$ cat config.mk
export PLATFORM = sky130hd
export DESIGN_NAME = keyset_ghost_filter
export DESIGN_NICKNAME = d
export VERILOG_FILES = /design/src/rtl/kgf_pkg.sv /design/src/rtl/kgf_compact.sv /design/src/rtl/kgf_pair_seq.sv /design/src/rtl/keyset_ghost_filter.sv
export SDC_FILE = /design/constraint.sdc
export NUM_CORES = 1
export LEC_CHECK = 0
export BUFFER_PORTS_ARGS = -buffer_cell sky130_fd_sc_hd__buf_2
export CAP_MARGIN = 20
export CELL_PAD_IN_SITES_DETAIL_PLACEMENT = 1
export CELL_PAD_IN_SITES_GLOBAL_PLACEMENT = 2
export CORE_ASPECT_RATIO = 0.9
export CORE_MARGIN = 10
export CORE_UTILIZATION = 31
export CTS_CLUSTER_SIZE = 16
export DETAILED_ROUTE_END_ITERATION = 12
export GPL_TIMING_DRIVEN = 1
export PLACE_DENSITY = 0.78
export SLEW_MARGIN = 30
export SYNTH_ARGS = -nofsm -noshare
export SYNTH_HDL_FRONTEND = slang
export SYNTH_SLANG_ARGS = --single-unit
$ cat constraint.sdc
create_clock -name clk -period 2.8 [get_ports clk]
set_input_delay 0.56 -clock clk [delete_from_list [all_inputs] [get_ports clk]]
set_output_delay 0.56 -clock clk [all_outputs]
set_load 0.01 [all_outputs]
$ cat src/rtl/kgf_pkg.sv
package kgf_pkg;

   typedef enum logic {
      KGF_IDLE = 1'b0,
      KGF_WALK = 1'b1
   } kgf_state_e;

   function automatic int kgf_pairs(input int n);
      return (n * (n - 1)) / 2;
   endfunction

endpackage

$ cat src/rtl/kgf_compact.sv
module kgf_compact #(
   parameter int N_ENT = 8,
   parameter int ROW_W = 4,
   parameter int COL_W = 3,
   parameter int RAW_W = ROW_W + COL_W,
   parameter int CNT_W = $clog2(N_ENT + 1),
   parameter int IDX_W = (N_ENT > 1) ? $clog2(N_ENT) : 1
) (
   input  logic [N_ENT*(RAW_W+1)-1:0] entries,
   input  logic [RAW_W-1:0]           fn_code,
   input  logic                       fn_layer_en,
   output logic [RAW_W-1:0]           list [N_ENT],
   output logic [CNT_W-1:0]           n_kept,
   output logic                       fn_seen
);
   localparam int ENT_W = RAW_W + 1;

   always_comb begin
      logic [CNT_W-1:0] n;
      logic [ENT_W-1:0] ent;
      n       = '0;
      fn_seen = 1'b0;
      for (int k = 0; k < N_ENT; k++) list[k] = '0;
      for (int k = 0; k < N_ENT; k++) begin
         ent = entries[k*ENT_W +: ENT_W];
         if (ent[ENT_W-1]) begin
            if (fn_layer_en && (ent[RAW_W-1:0] == fn_code)) begin
               fn_seen = 1'b1;
            end else begin
               list[n[IDX_W-1:0]] = ent[RAW_W-1:0];
               n = n + 1'b1;
            end
         end
      end
      n_kept = n;
   end

endmodule

$ cat src/rtl/kgf_pair_seq.sv
module kgf_pair_seq #(
   parameter int N_ENT = 8,
   parameter int CNT_W = $clog2(N_ENT + 1),
   parameter int IDX_W = (N_ENT > 1) ? $clog2(N_ENT) : 1
) (
   input  logic             clk,
   input  logic             rst_n,
   input  logic             load,
   input  logic             step,
   input  logic [CNT_W-1:0] cnt,
   output logic [IDX_W-1:0] idx_a,
   output logic [IDX_W-1:0] idx_b,
   output logic             last
);
   logic b_at_end;

   assign b_at_end = (CNT_W'(idx_b) + 1'b1) == cnt;
   assign last     = b_at_end && ((CNT_W'(idx_a) + CNT_W'(2)) == cnt);

   always_ff @(posedge clk or negedge rst_n) begin
      if (!rst_n) begin
         idx_a <= '0;
         idx_b <= IDX_W'(1);
      end else if (load) begin
         idx_a <= '0;
         idx_b <= IDX_W'(1);
      end else if (step && !last) begin
         if (b_at_end) begin
            idx_a <= idx_a + 1'b1;
            idx_b <= idx_a + IDX_W'(2);
         end else begin
            idx_b <= idx_b + 1'b1;
         end
      end
   end

endmodule

$ cat src/rtl/keyset_ghost_filter.sv
module keyset_ghost_filter #(
   parameter int N_ENT = 8,
   parameter int ROW_W = 4,
   parameter int COL_W = 3
) (
   input  logic                               clk,
   input  logic                               rst_n,
   input  logic                               start_i,
   input  logic [N_ENT*(ROW_W+COL_W+1)-1:0]   entries_i,
   input  logic [ROW_W+COL_W-1:0]             fn_code_i,
   input  logic                               fn_layer_en_i,
   input  logic                               ghost_en_i,
   output logic                               done_o,
   output logic [$clog2(N_ENT+1)-1:0]         kept_cnt_o,
   output logic [N_ENT*(ROW_W+COL_W+1)-1:0]   codes_o,
   output logic                               discard_o
);
   import kgf_pkg::*;

   localparam int RAW_W  = ROW_W + COL_W;
   localparam int CODE_W = RAW_W + 1;
   localparam int CNT_W  = $clog2(N_ENT + 1);
   localparam int IDX_W  = (N_ENT > 1) ? $clog2(N_ENT) : 1;
   localparam int MIN_GHOST = 3;

   if (N_ENT < 2) begin : g_bad_depth
      $error("keyset_ghost_filter: N_ENT must be at least 2");
   end
   if (ROW_W < 1 || COL_W < 1) begin : g_bad_width
      $error("keyset_ghost_filter: row and column widths must be positive");
   end

   logic [RAW_W-1:0] cand   [N_ENT];
   logic [CNT_W-1:0] cand_n;
   logic             cand_fn;

   kgf_compact #(
      .N_ENT(N_ENT), .ROW_W(ROW_W), .COL_W(COL_W),
      .RAW_W(RAW_W), .CNT_W(CNT_W), .IDX_W(IDX_W)
   ) u_compact (
      .entries    (entries_i),
      .fn_code    (fn_code_i),
      .fn_layer_en(fn_layer_en_i),
      .list       (cand),
      .n_kept     (cand_n),
      .fn_seen    (cand_fn)
   );

   kgf_state_e       state_q;
   logic [RAW_W-1:0] raw_q [N_ENT];
   logic [CNT_W-1:0] cnt_q;
   logic             fnh_q;
   logic             row_hit_q, col_hit_q;
   logic             done_q, disc_q;

   logic             accept, need_walk, walking;
   logic [IDX_W-1:0] pa, pb;
   logic             pair_last;
   logic             row_eq, col_eq;

   assign accept    = start_i && (state_q == KGF_IDLE);
   assign need_walk = ghost_en_i && (cand_n >= CNT_W'(MIN_GHOST));
   assign walking   = (state_q == KGF_WALK);

   kgf_pair_seq #(
      .N_ENT(N_ENT), .CNT_W(CNT_W), .IDX_W(IDX_W)
   ) u_pairs (
      .clk  (clk),
      .rst_n(rst_n),
      .load (accept),
      .step (walking),
      .cnt  (cnt_q),
      .idx_a(pa),
      .idx_b(pb),
      .last (pair_last)
   );

   assign row_eq = raw_q[pa][RAW_W-1:COL_W] == raw_q[pb][RAW_W-1:COL_W];
   assign col_eq = raw_q[pa][COL_W-1:0]     == raw_q[pb][COL_W-1:0];

   always_ff @(posedge clk or negedge rst_n) begin
      if (!rst_n) begin
         state_q   <= KGF_IDLE;
         cnt_q     <= '0;
         fnh_q     <= 1'b0;
         row_hit_q <= 1'b0;
         col_hit_q <= 1'b0;
         done_q    <= 1'b0;
         disc_q    <= 1'b0;
      end else begin
         done_q <= 1'b0;
         if (accept) begin
            cnt_q     <= cand_n;
            fnh_q     <= cand_fn;
            row_hit_q <= 1'b0;
            col_hit_q <= 1'b0;
            disc_q    <= 1'b0;
            if (need_walk) begin
               state_q <= KGF_WALK;
            end else begin
               done_q  <= 1'b1;
            end
         end else if (walking) begin
            row_hit_q <= row_hit_q | row_eq;
            col_hit_q <= col_hit_q | col_eq;
            if (pair_last) begin
               done_q  <= 1'b1;
               disc_q  <= (row_hit_q | row_eq) & (col_hit_q | col_eq);
               state_q <= KGF_IDLE;
            end
         end
      end
   end

   for (genvar k = 0; k < N_ENT; k++) begin : g_slot
      always_ff @(posedge clk or negedge rst_n) begin
         if (!rst_n) begin
            raw_q[k] <= '0;
         end else if (accept) begin
            raw_q[k] <= cand[k];
         end
      end
      assign codes_o[k*CODE_W +: CODE_W] =
         (CNT_W'(k) < cnt_q) ? {fnh_q, raw_q[k]} : '0;
   end

   assign done_o     = done_q;
   assign kept_cnt_o = cnt_q;
   assign discard_o  = disc_q;

endmodule

* Yosys cells after proc, flatten, opt, wreduce, memory -nomap -nowiden
Cells that the tools add are included.
Cells by class: $add $sub $neg 12, $lt $le $gt $ge 25, eq/ne operators 13, mux-type cells 104, bitwise operators 13, reductions and logical operators 26
Operators with widths (count):
- 56-bit two-way mux | 14
- 56-bit bitwise mux | 7
- 7-bit demux with 3-bit select | 7
- 7-bit two-way mux | 13
- 8-bit two-way mux | 8
- 4-bit two-way mux | 15
- 7-bit == test | 8
- 7-bit binary-select mux with 3-bit select | 2
- 4-bit greater-or-equal comparator, second input constant | 9
- 3-bit inverter with 4-bit output | 9
- 1-bit two-way mux | 32
- 4-bit by 1-bit adder with 4-bit output, second input constant | 7
- 4-bit by 1-bit less-than comparator with 1-bit output, second input constant | 7
- 1-bit logical AND | 19
- 3-bit two-way mux | 6
- 3-bit by 4-bit less-than comparator with 1-bit output, first input constant | 4
- 4-bit == test | 3
- 1-bit by 4-bit less-than comparator with 1-bit output, first input constant | 2
- 2-bit by 4-bit less-than comparator with 1-bit output, first input constant | 2
- 2-bit nonzero test | 4
- 3-bit by 1-bit adder with 3-bit output, second input constant | 2
- 3-bit by 1-bit adder with 4-bit output, second input constant | 1
- 3-bit by 2-bit adder with 4-bit output, second input constant | 1
- 4-bit by 2-bit greater-or-equal comparator with 1-bit output, second input constant | 1
- other kinds (8) | 10
Storage, ports and cells: register bits after elaboration 72, output and inout bits 70, logic and storage cells 210

* Logic depth before layout (Yosys ltp)
Gate-level depths: netlist of the first run.
depth after elaboration 30, depth in mapped cells 29

* Modules after synthesis
From an unflattened synthesis of the first run, not the netlist that was laid out.
Unflattened totals: cells, all modules 1022, area, all modules 8974.9 um^2
By module, submodules not included:
- kgf_compact | instances 1, cells an instance 691, area each 4598.2 um^2, seq. area each 0.0 um^2
- keyset_ghost_filter | instances 1, cells an instance 280, area each 3892.5 um^2, seq. area each 1651.6 um^2
- kgf_pair_seq | instances 1, cells an instance 51, area each 484.2 um^2, seq. area each 151.4 um^2

* Worst setup path after synthesis of the first run
OpenSTA, ideal clock, no wires.
path kind input to register, from input port fn_code_i[1], to register state_q, data arrival time 5.428 ns, data required time 2.731 ns, path slack -2.697 ns, cell stages on the path 27, buffers on the path 5, cell sequence buf_4 xnor2_1 nand4_1 o21ai_1 inv_1 buf_1 ha_1 a21boi_1 o21ai_2 nand3_4 inv_2 buf_6 clkbuf_1 ha_1 nand3_1 o21ai_1 mux2i_1 o21ai_4 ha_1 nand2_1 xor3_2 xnor2_2 nand2_1 a21o_1 buf_2 or4_1 nand3_1
On the way: word-level cells in the longest chain between the ends 28, elaborated cells on any way between the ends 42, those cells by class add/sub: 7; order compare: 1; eq/ne: 9; mux: 16; reduce/logical: 9
Ends and longest elaborated chain:
- start, declared | line keyset_ghost_filter.sv:10 | input logic [ROW_W+COL_W-1:0] fn_code_i,
- 7-bit == test | line kgf_compact.sv:27 | if (fn_layer_en && (ent[RAW_W-1:0] == fn_code)) begin
- 1-bit logical AND | line kgf_compact.sv:27
- 1-bit two-way mux | line kgf_compact.sv:27
- 4-bit two-way mux | line kgf_compact.sv:26 | if (ent[ENT_W-1]) begin
- 4-bit by 1-bit adder with 4-bit output | line kgf_compact.sv:31 | n = n + 1'b1;
- 4-bit two-way mux | line kgf_compact.sv:27
- 4-bit two-way mux | line kgf_compact.sv:26
- 4-bit by 1-bit adder with 4-bit output | line kgf_compact.sv:31
- [12 not listed]
- 4-bit two-way mux | line kgf_compact.sv:27
- 4-bit two-way mux | line kgf_compact.sv:26
- 4-bit by 1-bit adder with 4-bit output | line kgf_compact.sv:31
- 4-bit two-way mux | line kgf_compact.sv:27
- 4-bit two-way mux (*) | line kgf_compact.sv:26
- 4-bit by 2-bit greater-or-equal comparator with 1-bit output (*) | line keyset_ghost_filter.sv:62 | assign need_walk = ghost_en_i && (cand_n >= CNT_W'(MIN_GHOST));
- 1-bit logical AND (*) | line keyset_ghost_filter.sv:62
- 2-bit by 1-bit inequality test with 1-bit output (no source line) (*)
- end signal, assigned | line keyset_ghost_filter.sv:83 | state_q <= KGF_IDLE;
- end signal, assigned | line keyset_ghost_filter.sv:99 | state_q <= KGF_WALK;
- end signal, assigned | line keyset_ghost_filter.sv:109 | state_q <= KGF_IDLE;
- end, declared | line keyset_ghost_filter.sv:49 | kgf_state_e state_q;
Every way passes the cells marked *; elsewhere a longest branch is shown, timed or not. A chain may end at the register's enable or synchronous reset.

* Worst setup path after layout of the first run
from input port fn_code_i[4], to register raw_q[7] (netlist name)
On the way: word-level cells in the longest chain between the ends 30, elaborated cells on any way between the ends 99, those cells by class add/sub: 6; order compare: 14; eq/ne: 8; mux: 49; bitwise: 7; reduce/logical: 15
Ends and longest elaborated chain:
- 7-bit == test | line kgf_compact.sv:27
- 1-bit logical AND | line kgf_compact.sv:27
- 1-bit two-way mux | line kgf_compact.sv:27
- 4-bit two-way mux | line kgf_compact.sv:26
- 4-bit by 1-bit adder with 4-bit output / 3-bit inverter with 4-bit output (equally long branches) | line kgf_compact.sv:31, kgf_compact.sv:30
- 4-bit two-way mux, or another cell as far along | line kgf_compact.sv:27
- 4-bit two-way mux / 1-bit logical AND (equally long branches) | line kgf_compact.sv:26, kgf_compact.sv:30
- 4-bit by 1-bit adder with 4-bit output, or another cell as far along | line kgf_compact.sv:31
- [14 not listed]
- 3-bit inverter with 4-bit output (implied by the code), or another cell as far along | line kgf_compact.sv:30 | list[n[IDX_W-1:0]] = ent[RAW_W-1:0];
- 4-bit greater-or-equal comparator (implied by the code), or another cell as far along | line kgf_compact.sv:30
- 1-bit logical AND (implied by the code) / 56-bit bitwise mux (equally long branches) | line kgf_compact.sv:30
- 7-bit two-way mux (implied by the code) / 56-bit two-way mux (equally long branches) | line kgf_compact.sv:30, kgf_compact.sv:27
- 7-bit demux with 3-bit select / 56-bit two-way mux (equally long branches) | line kgf_compact.sv:30, kgf_compact.sv:26
- 56-bit bitwise mux | line kgf_compact.sv:30
- 56-bit two-way mux | line kgf_compact.sv:27
- 56-bit two-way mux (*) | line kgf_compact.sv:26
- end signal, assigned by index | line keyset_ghost_filter.sv:120 | raw_q[k] <= cand[k];
- end, declared | line keyset_ghost_filter.sv:50 | logic [RAW_W-1:0] raw_q [N_ENT];
Marked as above.

==> flow_summary.toml, run 1 <==
[layout]
layout_commonest_cell = "buf_4"
layout_common_cells = "buf_4, buf_2, nor2_1"
layout.nets = 1569
fillCellCount = 3359
final_area_sq_mm = 0.01432
drive_gt1_frac = 0.4875
fin_util = 0.4911
area_growth_pct = 54.72
final_cells = 1883

[route]
dr.pass1.iters = 5
drt_iter0_drc = 1182
remaining_drc_errors = 0
wire_per_inst_um = 27.47
ant_nets = 0
vias = 11630
vias_per_cell = 6.178
wl_mm = 51.72

[global_routing]
antenna_found_initial = 1
grt_overflow_total = 0
grt_max_degree = 73
use_met2 = 0.4323
grt.met1_usage = 0.3261
grt_usage = 0.2566
busiest_layer = "met2"
grt_util_met3 = 0.05303
grt_pass1_vias = 11890
grt_pass1_wl_mm = 74.17

[place]
place_inst = 1822
placed_cell_area_sq_mm = 0.01224
portBuffers = 145
dp_slack_ps = -2440
detailed_place_hpwl_mm = 38.28
place.gp.congestion = 0.9695

[floorplanning]
num_rows = 59
io_pins = 146
dieArea_sq_mm = 0.03718
core-area_sq_mm = 0.02916
fp.dieW_um = 202.1
start_util = 0.3174
die_h_um = 183.9

[power]
internal-power_w = 0.005599
power.leakage_nw = 5.852
seqPwrFrac = 0.219
combPwrFrac = 0.667
total_power_w = 0.01050
max-vdd-ir-drop_mv = 0.4234
p_switching_w = 0.004896
p_per_area_mw_per_mm2 = 732.8
sw_frac_of_total = 0.4665
clkPwrFrac = 0.114

[clock_tree]
root_buffer = "clkbuf_16"
htree_levels = 3
clock-sinks = 72
cts_buffer_depth = 2
clock_latency_ps = 340
cts_tree = "yes"
cts.clk_slew.worst_paths_ps = 60
ctsHoldBuffers = 0
cts-buffers-inserted = 9

[timing]
min_period_ps = 4758
fin_crit_sh = 1.699
relSlewSlack = 0.3485
hold_viol = 0
finalSetupViolations = 62
skew_ps = 9.755
worst_pin_slew_ps = 975.3
rsz0062_at_grt = "true"
fmax_mhz = 210.2
fin_ws_ps = -1958
final-max-slew-violation-count = 0

[worst_setup_path]
critPathMaxFanout = 7
path_class = "primary input to flip-flop"
reg2reg_depth = 8
rrSetupSlack_ps = 180
cp.required_ps = 3020
critPathArrivalTime_ps = 4980
worstSetupEndpointType = "flip-flop"
critPathMaxStageDelay_ps = 310
start_kind = "primary input"
r2r-start = "u_pairs.idx_b[0]"
timing.rr.end = "discard_o"
slowest_stage = "a211o_1"

[synthesis]
yosys_most_used_dff = "dfrtp_1"
synth_nets = 1227
ys_types = 82
yosysTopAreaCell = "dfrtp_1"
synth_area_leaders = "dfrtp_1, xnor2_1, mux4_2"
ys_ff_latch = 72
synth_cells = 1138
synth-adder-area-share = 0.01987
synth_area_sq_mm = 0.009256
synth_compound_area_frac = 0.2826
synth.mux.area_fraction = 0.1281
synthSimpleGateAreaFrac = 0.2263
synth_top_family_by_area = "compound AO/OA/AOI/OAI gates"
synth-seq-area-share = 0.1948
syn_avg_cell_area_sq_um = 8.134
yosysTopAreaCellShare = 0.1919
yosysWarningCount = 0
synth-async-reset-ratio = 1.000
synth_xor_xnor_area_share = 0.08665
synth_edf_count = 0

[job]
drv_cap = 0

[status]
status = "finished with violations"
failed_checks = "setup timing"

[hold_path]
hp-class = "primary input to asynchronous set/reset pin"
-- flip-flops by register name (all words and copies together), names as in the netlist --
name / flops
col_hit_q: 1
discard_o: 1
done_o: 1
fnh_q: 1
kept_cnt_o: 4
raw_q: 56
row_hit_q: 1
state_q: 1
u_pairs.idx_a: 3
u_pairs.idx_b: 3
-- synth_stat cells (17+ instances only) --
cell type / instances
a21oi_1: 35
dfrtp_1: 71
nand2_1: 67
and3_1: 17
o21ai_0: 33
nand3_1: 32
and2_1: 35
nor3_1: 45
nor2b_1: 53
o21ai_1: 24
a211oi_1: 23
xnor2_1: 77
clkbuf_1: 71
nor2_1: 86
o22ai_1: 28
a211o_1: 21
nand4_1: 21
a31oi_1: 25
mux4_2: 28
a221o_1: 21
buf_2: 21
mux2i_1: 42
a22oi_1: 23
inv_1: 19
-- power groups by stage --
stage	registers, W	logic [W]	clock network [W]
floorplan	0.00182	0.00389	0
global placement	0.00222	0.00578	0
detailed placement	0.00223	0.00598	0
CTS	0.00223	0.00631	0.00119
global route	0.00233	0.00746	0.00124
finish	0.00229	0.00700	0.00120
-- critical path, delay by kind of cell --
family	cells	cell delay (ps)
compound gates	8	1510
xor+xnor	3	420
fa+ha+maj	4	930
buf+inv	7	870
mux	1	210
simple gates	4	450
-- worst max-delay path by stage --
| stage | slack [ps] | endpoint | start | cells past startpoint |
|---|---|---|---|---|
| 6_report | -1960 | raw_q[7] | fn_code_i[4] | 27 |
| 5_1_grt | -2120 | raw_q[37] | fn_code_i[3] | 27 |
| 4_1_cts | -1770 | raw_q[1] | entries_i[12] | 25 |
| 3_5_place_dp | -2440 | done_o | fn_code_i[1] | 26 |
| 3_3_place_gp | -2300 | raw_q[8] | fn_code_i[4] | 26 |
| 2_1_floorplan | -2220 | kept_cnt_o[3] | fn_code_i[5] | 27 |
-- cell type report --
class                           instances  area, sq um  share of cell area
Clock inverter                          7        80.08            0.005591
Clock buffer                            9        225.2             0.01573
Tap cell                              396        495.5             0.03460
Multi-Input combinational cell        934         8252              0.5762
Antenna cell                            2        5.005           0.0003495
Timing Repair Buffer                  442         3372              0.2355
Sequential cell                        72         1803              0.1259
Inverter                               21        88.84            0.006203
-- logic make-up (layout without fill, tap and decap cells) --
kind of cell,Yosys count,in the layout
AOI/OAI and AO/OA,351,351
xor gates and xnor gates,85,85
adders and majority gates,15,15
buffers and inverters,132,479
DFF,72,72
muxes,82,82
other,0,2
and+or+nand+nor,401,401
-- routing by layer --
metal | vias up | routed length (um)
met2 | 537 | 24780
li1 | 4993 | -
met1 | 5978 | 21390
met5 | - | 0
met3 | 126 | 3860
met4 | 0 | 1681
-- per-stage QoR --
step | setup TNS [ps] | hold WS, ps
2_1_floorplan | -126820 | 264.4
3_3_place_gp | -133810 | 521.2
3_5_place_dp | -143580 | 510.1
4_1_cts | -105890 | 259.3
5_1_grt | -120440 | 284.2
6_report | -113590 | 224.8
-- timing repair --
item | in CTS | in global routing
gates cloned | 0 | 1
setup buffers | 40 | 28
pin swaps | 55 | 96
resized for setup | 115 | 169
endpoints found under the setup margin | 62 | 72
Power figures use the tool's default switching activity.
==> run 2: changes to the inputs <==
--- a/config.mk
+++ b/config.mk
@@ -11,12 +11,12 @@
 export CELL_PAD_IN_SITES_GLOBAL_PLACEMENT = 2
 export CORE_ASPECT_RATIO = 0.9
 export CORE_MARGIN = 10
-export CORE_UTILIZATION = 31
+export CORE_UTILIZATION = 30
 export CTS_CLUSTER_SIZE = 16
 export DETAILED_ROUTE_END_ITERATION = 12
 export GPL_TIMING_DRIVEN = 1
-export PLACE_DENSITY = 0.78
-export SLEW_MARGIN = 30
+export PLACE_DENSITY = 0.76
+export SLEW_MARGIN = 20
 export SYNTH_ARGS = -nofsm -noshare
 export SYNTH_HDL_FRONTEND = slang
 export SYNTH_SLANG_ARGS = --single-unit
==> run 2 against run 1 <==
  * The flow still finishes with violations (setup timing)
  * Final cell count decreased by 0.21%
  * Sequential cell count unchanged
  * Final area decreased by 4.5%
  * Global-route usage decreased by 0.82 points
  * Setup slack improved by 110 ps
  * Sequential power about the same
  * First-iteration DRC count decreased by 12%
  * Sequential share of layout area increased by 0.60 points
  * Critical endpoint is now raw_q[42]
  * Highest routed layer unchanged
==> flow_summary.toml, run 2 (synthesis gave the netlist of run 1 again) <==
[power]
power.leakage_nw = 5.677
max-vdd-ir-drop_mv = 0.4234
p_per_area_mw_per_mm2 = 755.9
total_power_w = 0.01033

[floorplanning]
num_rows = 60
start_util = 0.3067
fp.dieW_um = 205.2
dieArea_sq_mm = 0.03829
core-area_sq_mm = 0.03018
io_pins = 146
die_h_um = 186.6

[worst_setup_path]
critPathMaxStageDelay_ps = 350
path_cells = "buf_2 -> xnor2_2 -> nand4_1 -> o21ai_2 -> inv_2 -> ha_4 -> a21boi_4 -> o21a_2 -> nor4_4 -> xnor2_2 -> ha_1 -> mux2i_2 -> nor2_2 -> xnor2_1 -> a21oi_2 -> ha_4 -> nand2_8 -> xor2_4 -> nand3_1 -> buf_6 -> nor3_1 -> buf_4 -> a211oi_1 -> a21oi_1"
critPathArrivalTime_ps = 4890
path_class = "primary input to flip-flop"
slowest_stage = "nor4_4"
start_kind = "primary input"
cp.required_ps = 3050
reg2reg_depth = 11
timing.rr.end = "state_q"
critPathMaxFanout = 7
rrSetupSlack_ps = 130
r2r-start = "u_pairs.idx_b[0]"
worstSetupEndpointType = "flip-flop"

[place]
detailed_place_hpwl_mm = 38.89
place.gp.congestion = 0.9480
place_inst = 1839
portBuffers = 145

[layout]
largest_reg_flops = 56
antenna_cells = 0
drive_gt1_frac = 0.4397
layout_commonest_cell = "buf_4"
fin_util = 0.4530
layout.nets = 1560
fillCellCount = 3583
layout_common_cells = "buf_4, buf_2, nor2_1"
area_growth_pct = 47.70
final_cells = 1879
regMostFlops = "raw_q"

[route]
drt_iter0_drc = 1035
remaining_drc_errors = 0
wire_per_inst_um = 26.53
ant_nets = 0
dr.pass1.iters = 5
vias = 11290
vias_per_cell = 6.006
wl_mm = 49.85

[timing]
rsz0062_at_grt = "true"
fin_ws_ps = -1845
relSlewSlack = 0.3888
hold_viol = 0
skew_ps = 11.04
min_period_ps = 4645
worst_pin_slew_ps = 914.9
hold_slack_ps = 213.1
fmax_mhz = 215.3
finalSetupViolations = 62
fin_setup_tns_ps = -107780
fin_crit_sh = 1.659
final-max-slew-violation-count = 0

[clock_tree]
cts.clk_slew.worst_paths_ps = 70
htree_levels = 3
cts_tree = "yes"
clock_latency_ps = 340
cts_buffer_depth = 2
cts-buffers-inserted = 9
clock-sinks = 72
root_buffer = "clkbuf_16"

[status]
status = "finished with violations"
failed_checks = "setup timing"

[global_routing]
grt_pass1_vias = 11760
antenna_found_initial = 0
grt_max_degree = 73
grt_pass1_wl_mm = 73.92
grt_overflow_total = 0
grt_usage = 0.2484

[hold_path]
hp-class = "primary input to asynchronous set/reset pin"

[job]
drv_cap = 0
-- run 2: cell count changes in the layout (fill, tap and decap cells not counted), sizes merged --
cell / delta
diode: -2
clkbuf: +3
clkinvlp: -1
buf: -9
bufinv: +1
clkinv: -3
-- run 2: layout make-up --
type	instances	area [sq um]	share of cell area
multi-input cells	934	7695	0.5628
repair buffers	433	3246	0.2374
flip-flops and latches	72	1803	0.1319
well taps	403	504.2	0.03688
clock buffers	12	256.5	0.01876
inverters	21	91.34	0.006681
clock inverters	4	76.32	0.005582
-- run 2: how the worst max path moves through the flow --
stage	from	to	slack, ps	cells after the start
after floorplan	fn_code_i[5]	kept_cnt_o[3]	-2220	27
after global placement	fn_code_i[4]	raw_q[7]	-2230	25
after detailed placement	fn_code_i[6]	raw_q[35]	-2480	23
after CTS	fn_code_i[1]	done_o	-1820	27
after global routing	fn_code_i[5]	raw_q[39]	-2050	24
final	fn_code_i[5]	raw_q[42]	-1840	24
-- run 2: per-layer routing --
layer  share of wire  GRT usage  up-vias
met5               0          0        -
met3           0.067    0.04238       83
met2            0.47     0.4072      450
met1            0.44     0.3323     5757
li1                -          -     4995
met4           0.021    0.05425        0
-- run 2: stage by stage --
step | setup WS, ps | area (sq um)
floorplan | -2216 | 9507
global placement | -2235 | 12320
detailed placement | -2482 | 12320
CTS | -1820 | 13300
global route | -2048 | 13670
finish | -1845 | 13670
-- run 2: repair_timing --
| item | 4_1_cts | 5_1_grt |
|---|---|---|
| hold buffers | 0 | 0 |
| gates cloned | 0 | 2 |
| endpoints found under the hold margin | 0 | 0 |
| endpoints found under the setup margin | 70 | 63 |
| buffers inserted | 11 | 11 |
| gates resized for setup | 115 | 47 |
| pin swaps | 52 | 26 |
-- run 2: worst max-delay path: cells and delay by family --
kind	cells	cell delay (ps)
compound gates	6	1060
xor+xnor	4	700
fa+ha+maj	3	680
buf+inv	4	670
mux	1	200
simple gates	6	1000
-- run 2: where the power goes --
part           internal (W)  total, W  switching [W]
sequential          0.00152   0.00228       0.000759
clock              0.000832   0.00130       0.000472
combinational       0.00329   0.00676        0.00347
total               0.00564    0.0103        0.00470
